[config.mk]
export PLATFORM = sky130hd
export DESIGN_NAME = rot_key_descrambler
export DESIGN_NICKNAME = d
export VERILOG_FILES = /design/src/rtl/rkd_pkg.sv /design/src/rtl/rkd_reset_sync.sv /design/src/rtl/rkd_key_ring.sv /design/src/rtl/rkd_byte_collector.sv /design/src/rtl/rot_key_descrambler.sv
export SDC_FILE = /design/constraint.sdc
export NUM_CORES = 1
export LEC_CHECK = 0
export CAP_MARGIN = 10
export CELL_PAD_IN_SITES_DETAIL_PLACEMENT = 0
export CELL_PAD_IN_SITES_GLOBAL_PLACEMENT = 1
export CORE_AREA = 2 2 57 59
export CTS_BUF_LIST = sky130_fd_sc_hd__clkbuf_4
export DETAILED_ROUTE_END_ITERATION = 8
export DIE_AREA = 0 0 59 61
export PLACE_DENSITY = 0.88
export SYNTH_ARGS = -nofsm -noshare
export SYNTH_HDL_FRONTEND = slang
export SYNTH_SLANG_ARGS = --single-unit
export TNS_END_PERCENT = 30
[constraint.sdc]
create_clock -name clk -period 1.1 [get_ports clk]
set_input_delay 0.165 -clock clk [delete_from_list [all_inputs] [get_ports clk]]
set_output_delay 0.165 -clock clk [all_outputs]
set_load 0.005 [all_outputs]
[src/rtl/rkd_pkg.sv]
package rkd_pkg;
  localparam int unsigned RKD_KEY_W = 8;
  localparam int unsigned RKD_SYNC_STAGES = 2;
endpackage

[src/rtl/rkd_reset_sync.sv]
module rkd_reset_sync #(
  parameter int unsigned STAGES = 2
) (
  input  logic clk,
  input  logic rst_n,
  output logic srst_n
);
  logic [STAGES-1:0] sync_q;

  always_ff @(posedge clk or negedge rst_n) begin
    if (!rst_n) sync_q <= '0;
    else        sync_q <= {sync_q[STAGES-2:0], 1'b1};
  end

  assign srst_n = sync_q[STAGES-1];
endmodule

[src/rtl/rkd_key_ring.sv]
module rkd_key_ring #(
  parameter int unsigned W = 8
) (
  input  logic         clk,
  input  logic         srst_n,
  input  logic         load,
  input  logic [W-1:0] load_val,
  input  logic         advance,
  output logic         key_bit,
  output logic [W-1:0] ring_q
);
  logic [W-1:0] ring_d;
  logic         ring_en;

  always_comb begin
    ring_en = load | advance;
    ring_d  = ring_q;
    if (load)         ring_d = load_val;
    else if (advance) ring_d = {ring_q[0], ring_q[W-1:1]};
  end

  always_ff @(posedge clk or negedge srst_n) begin
    if (!srst_n)      ring_q <= '0;
    else if (ring_en) ring_q <= ring_d;
  end

  assign key_bit = ring_q[0];
endmodule

[src/rtl/rkd_byte_collector.sv]
module rkd_byte_collector #(
  parameter int unsigned W = 8
) (
  input  logic                 clk,
  input  logic                 srst_n,
  input  logic                 restart,
  input  logic                 take,
  input  logic                 plain_bit,
  output logic [W-1:0]         word_q,
  output logic                 word_vld_q,
  output logic [$clog2(W)-1:0] cnt_q
);
  localparam int unsigned CW = $clog2(W);
  localparam logic [CW-1:0] LAST = CW'(W - 1);

  logic [W-1:0]  shift_q, shift_d;
  logic [CW-1:0] cnt_d;
  logic [W-1:0]  word_d;
  logic          word_vld_d;
  logic          last_bit;

  always_comb begin
    last_bit   = take && !restart && (cnt_q == LAST);
    shift_d    = shift_q;
    cnt_d      = cnt_q;
    word_d     = word_q;
    word_vld_d = 1'b0;
    if (restart) begin
      shift_d = '0;
      cnt_d   = '0;
    end else if (take) begin
      shift_d = {plain_bit, shift_q[W-1:1]};
      cnt_d   = last_bit ? '0 : cnt_q + 1'b1;
      if (last_bit) begin
        word_d     = {plain_bit, shift_q[W-1:1]};
        word_vld_d = 1'b1;
      end
    end
  end

  always_ff @(posedge clk or negedge srst_n) begin
    if (!srst_n) begin
      shift_q    <= '0;
      cnt_q      <= '0;
      word_q     <= '0;
      word_vld_q <= 1'b0;
    end else begin
      word_vld_q <= word_vld_d;
      if (restart || take) begin
        shift_q <= shift_d;
        cnt_q   <= cnt_d;
      end
      if (last_bit) word_q <= word_d;
    end
  end
endmodule

[src/rtl/rot_key_descrambler.sv]
module rot_key_descrambler #(
  parameter int unsigned W = rkd_pkg::RKD_KEY_W
) (
  input  logic         clk,
  input  logic         rst_n,
  input  logic         key_load,
  input  logic [W-1:0] key_value,
  input  logic         bit_valid,
  input  logic         bit_in,
  output logic [W-1:0] byte_out,
  output logic         byte_valid
);
  localparam int unsigned CW = $clog2(W);

  logic          srst_n;
  logic          key_bit;
  logic [W-1:0]  key_q;
  logic [CW-1:0] cnt_q;
  logic          accept;
  logic          plain_bit;

  assign accept    = bit_valid & ~key_load;
  assign plain_bit = bit_in ^ key_bit;

  rkd_reset_sync #(.STAGES(rkd_pkg::RKD_SYNC_STAGES)) u_rst (
    .clk(clk), .rst_n(rst_n), .srst_n(srst_n)
  );

  rkd_key_ring #(.W(W)) u_ring (
    .clk(clk), .srst_n(srst_n), .load(key_load), .load_val(key_value),
    .advance(accept), .key_bit(key_bit), .ring_q(key_q)
  );

  rkd_byte_collector #(.W(W)) u_coll (
    .clk(clk), .srst_n(srst_n), .restart(key_load), .take(bit_valid),
    .plain_bit(plain_bit), .word_q(byte_out), .word_vld_q(byte_valid),
    .cnt_q(cnt_q)
  );
endmodule

# ---- Word-level counts from Yosys, hierarchy flattened
# Cells that the tools add are included.
dict set report totals {
  elab_cells 31
  output_inout_bits 9
  in_bits 13
  register_bits 30
}
dict set report op_classes {
  muxes 10
  n_addsub 1
  bitwise_logic 4
  n_reduce_logical 9
  n_eq_ne 1
}
# op count
set ops {}
lappend ops {{$mux 8} 4}
lappend ops {{$mux 3} 3}
lappend ops {{$reduce_and 2->1} 2}
lappend ops {{$reduce_bool 2->1} 2}
lappend ops {{$add 3x1->3 const B} 1}
lappend ops {{$eq 3x3->1 const B} 1}
lappend ops {{$mux 1} 3}
lappend ops {{$reduce_and 3->1} 1}
lappend ops {{$logic_and 1x1->1} 2}
lappend ops {{$and 1x1->1} 1}
lappend ops {{$logic_not 1->1} 1}
lappend ops {{$logic_or 1x1->1} 1}
lappend ops {{$not 1->1} 1}
lappend ops {{$or 1x1->1} 1}
lappend ops {{$xor 1x1->1} 1}

# ---- Longest topological paths before layout
dict set report depth {
  depth_word 6
  mapped_depth 4
  ltp_nobuf 4
}

# ---- Modules after synthesis
# A second synthesis with hierarchy kept.
dict set report hier_totals {
  hier_cells 95
  hier_area_um2 1253.7
}
# mod n_inst seq_area_each_um2 cells_each area_each_um2
set by_module_without_submodules {}
lappend by_module_without_submodules {rkd_byte_collector 1 475.5 55 804.5}
lappend by_module_without_submodules {rkd_key_ring 1 200.2 35 380.4}
lappend by_module_without_submodules {rkd_reset_sync 1 50.0 3 53.8}
lappend by_module_without_submodules {rot_key_descrambler 1 0.0 2 15.0}

# ---- Least setup slack after synthesis
# No wires, ideal clock.
dict set report synth_path {
  path_kind {reg-to-reg}
  start {register u_coll.cnt_q[0]}
  end {register u_coll.word_q[0]}
  setup_ns 0.125
  slack_ns -0.268
  t_required_ns 0.975
  path_buffers 0
  t_arrival_ns 1.243
  path_stages_with_launch 5
  period_less_slack_ns 1.368
  cell_sequence {dfrtp_1 > ha_1 > ha_1 > nand3b_4 > mux2_2}
}
dict set report synth_between {
  elab_chain_cells 3
}
# element line_no
set synth_lines {}
lappend synth_lines {{start: declaration} rkd_byte_collector.sv:11} ;# output logic [$clog2(W)-1:0] cnt_q
lappend synth_lines {{start signal: assignment} rkd_byte_collector.sv:51} ;# cnt_q <= cnt_d;
lappend synth_lines {{$eq 3x3->1} rkd_byte_collector.sv:23} ;# last_bit = take && !restart && (cnt_q == LAST);
lappend synth_lines {{$logic_and 1x1->1} rkd_byte_collector.sv:23}
lappend synth_lines {{$reduce_and 3->1 (no line)} n/a}
lappend synth_lines {{end signal: assignment} rkd_byte_collector.sv:53} ;# if (last_bit) word_q <= word_d;
lappend synth_lines {{end: declaration} rkd_byte_collector.sv:9} ;# output logic [W-1:0] word_q,
# No other way between the ends.
# A chain may end at the register's enable or synchronous reset.

# ---- Final worst setup path
dict set report layout_path {
  start {register u_coll.cnt_q[0]}
  end {register u_coll.cnt_q[0]}
}
dict set report layout_between {
  elab_chain_cells 5
  word_cells_on_any_way 6
  classes_between {1 x add/sub; 1 x eq/ne; 3 x mux; 1 x reduce/logical}
}
# element line_no
set layout_lines {}
lappend layout_lines {{branches (longest 2 deep; another with $add 3x1->3)} n/a}
lappend layout_lines {{$mux 3 (*)} rkd_byte_collector.sv:33} ;# cnt_d = last_bit ? '0 : cnt_q + 1'b1;
lappend layout_lines {{$mux 3 (*)} rkd_byte_collector.sv:31} ;# end else if (take) begin
lappend layout_lines {{$mux 3 (*)} rkd_byte_collector.sv:28} ;# if (restart) begin
# Mark *: on every way between the ends. The select of a mux whose other input is x is not followed.

==> impl_metrics.tcl <==
set metrics [dict create \
    cts_tree "built" \
    startpoint "u_coll.cnt_q[0]" \
    initial_core_util_pct 41.2 \
    fin_area_mm2 0.00160 \
    yosysWarnings 0 \
    core_area_mm2 0.00295 \
    utilization_pct 54.2 \
    die_w_um 59 \
    grt_usage_pct 13.2 \
    diodes 0 \
    die_height_um 61 \
    netlist_instances 95 \
    die_area_mm2 0.00360 \
    crit_path_end_kind "flop" \
    syn_nets 110 \
    avgRoutedWirePerCell_um 12.6 \
    power_density_mw_per_mm2 1200 \
    grt_pass1_vias 764 \
    cts-root-buf "clkbuf_4" \
    syn_area_mm2 0.00122 \
    dpl.hpwl_um 1370 \
    fin_skew_ns 0.00360 \
    reg2reg_setup_slack_ns -0.27 \
    first_pass_iters 4 \
    globalplace.congestion 0.698 \
    status "finished, violations left" \
    nets 148 \
    io_pins 22 \
    critPathArrivalTime_ns 1.62 \
    ys_seq_elements 29 \
    required_ns 1.35 \
    hold_violations 0 \
    drcViolationCount 0 \
    htree_levels 2 \
    fin_tns_setup_ns -2.38 \
    synthDistinctLibCells 18 \
    rsz0062_at_grt "true" \
    cts_sinks 29 \
    routed-via-count 790 \
    antenna_found_initial 0 \
    fmax_ghz 0.732 \
    fin_crit_sh_pct 124 \
    drt-initial-drc-count 14 \
    timing.rr.end "u_coll.cnt_q[0]" \
    fillers 270 \
    cp-start-kind "flop" \
    ys_seq_area_share_pct 59.6 \
    routed_via_density 4.73 \
    syn_avg_cell_area_um2 12.8 \
    layout_commonest_cell "dfrtp_1" \
    reg2regPathDepth 4 \
    regToRegStartpoint "u_coll.cnt_q[0]" \
    wl_um 2100 \
    grt_pass1_wl_um 3350 \
    violations "setup timing" \
    grt_overflow 0 \
    drive_gt1_share_pct 31.3 \
    clock_path_buffers 2 \
    grt_max_degree 28 \
    maxCapViolations 0 \
    area_growth_pct 31.3 \
    hold_path_class "reg -> async" \
    fin_ws_ns -0.266 \
    core.rowCount 20 \
    setup_viol 11 \
    layout_common_cells "29 x dfrtp_1, 16 x mux2i_1, 13 x buf_4" \
    path_clk_slew_ns 0.09 \
    cts_made_buffers 5 \
    worstPathMaxFanout 3 \
    pre_cts_ws_ns -0.379 \
    ant_nets 0 \
    portBuffers 21 \
    post_dp_cell_area_mm2 0.00152 \
    slew_violations 0 \
    critical_path_class "reg -> reg" \
    p_leak_nw 0.852 \
    clock_latency_ns 0.32 \
    period_needed_ns 1.37 \
    max-vdd-ir-drop_uv 715 \
]
cell type report:
class | instances | area (µm²) | share of cell area, %
clock buffers | 5 | 37.5 | 2.35
inverters | 2 | 7.51 | 0.469
repair buffers | 36 | 283 | 17.7
well taps | 33 | 41.3 | 2.58
multi-input cells | 59 | 492 | 30.8
clock inverters | 3 | 12.5 | 0.782
flip-flops and latches | 29 | 726 | 45.4
layer usage:
metal  track usage [%]  vias to the layer above  wire [µm]
met4              5.84                        0         30
li1                  -                      394          -
met5                 0                        -          0
met2              20.2                       24        969
met3              6.40                        4        146
met1              15.8                      368        956
Yosys cell counts:
cell type  count  area [µm²]
clkbuf_1       2        7.51
nand2_1        8        30.0
o21ai_0        8        40.0
inv_1          2        7.51
ha_1           2        25.0
xnor2_1        1        8.76
conb_1         1        3.75
nand2b_1       2        12.5
buf_6          3        33.8
a21oi_1        2        10.0
nand3b_4       1        20.0
nand3b_1       1        7.51
dfrtp_1       29         726
mux2i_1       16         160
mux2_2         7        78.8
nor2_1         8        30.0
a211oi_1       1        7.51
or3b_1         1        8.76
where the power goes:
group          switching (mW)  internal, mW  leakage, nW
sequential             0.0289          1.11        0.378
combinational          0.0911         0.111        0.444
clock                   0.348         0.230       0.0300
total                   0.468          1.45        0.852
per-stage QoR:
step	total power [mW]	hold WS, ns	instances
floorplan	1.27	-0.131	95
global placement	1.35	0.237	151
detailed placement	1.35	0.245	151
CTS	1.96	0.254	166
global route	2.04	0.297	167
finish	1.92	0.237	167
critical path, stage by stage (launching register included):
cell and delay [ns]:
dfrtp_1 0.40, ha_2 0.20, ha_4 0.17, or3b_1 0.40
a21oi_2 0.13
cells by family after synthesis:
family | after synthesis | share of synthesized area [%]
other cells | 1 | 0.308
buf+inv | 7 | 4.01
xor+xnor | 1 | 0.720
compound gates | 11 | 4.73
mux | 23 | 19.6
flops | 29 | 59.6
simple gates | 21 | 8.94
fa+ha+maj | 2 | 2.06
worst max path at each step:
stage / to / slack (ns) / cells after the start
after global routing: u_coll.cnt_q[0] / -0.30 / 4
after detailed placement: u_ring.ring_q[5] / -0.38 / 4
after global placement: u_ring.ring_q[5] / -0.32 / 4
after CTS: u_coll.word_q[1] / -0.25 / 4
after floorplan: u_coll.word_q[0] / -0.19 / 4
final: u_coll.cnt_q[0] / -0.27 / 4
state kept, by name, summed over array words and instances (netlist names):
name and cells:
u_coll.word_q 8, u_ring.ring_q 8, u_coll.cnt_q 3, u_rst.sync_q 2, u_coll.shift_q 7, u_coll.word_vld_q 1
repair_timing:
item | CTS | global route
gates resized for setup | 23 | 11
buffers inserted | 6 | 1
hold endpoints to repair | 2 | 0
endpoints found under the setup margin | 23 | 18
hold buffers | 1 | 0
pin swaps | 1 | 0
(Power assumes the default switching activity.)
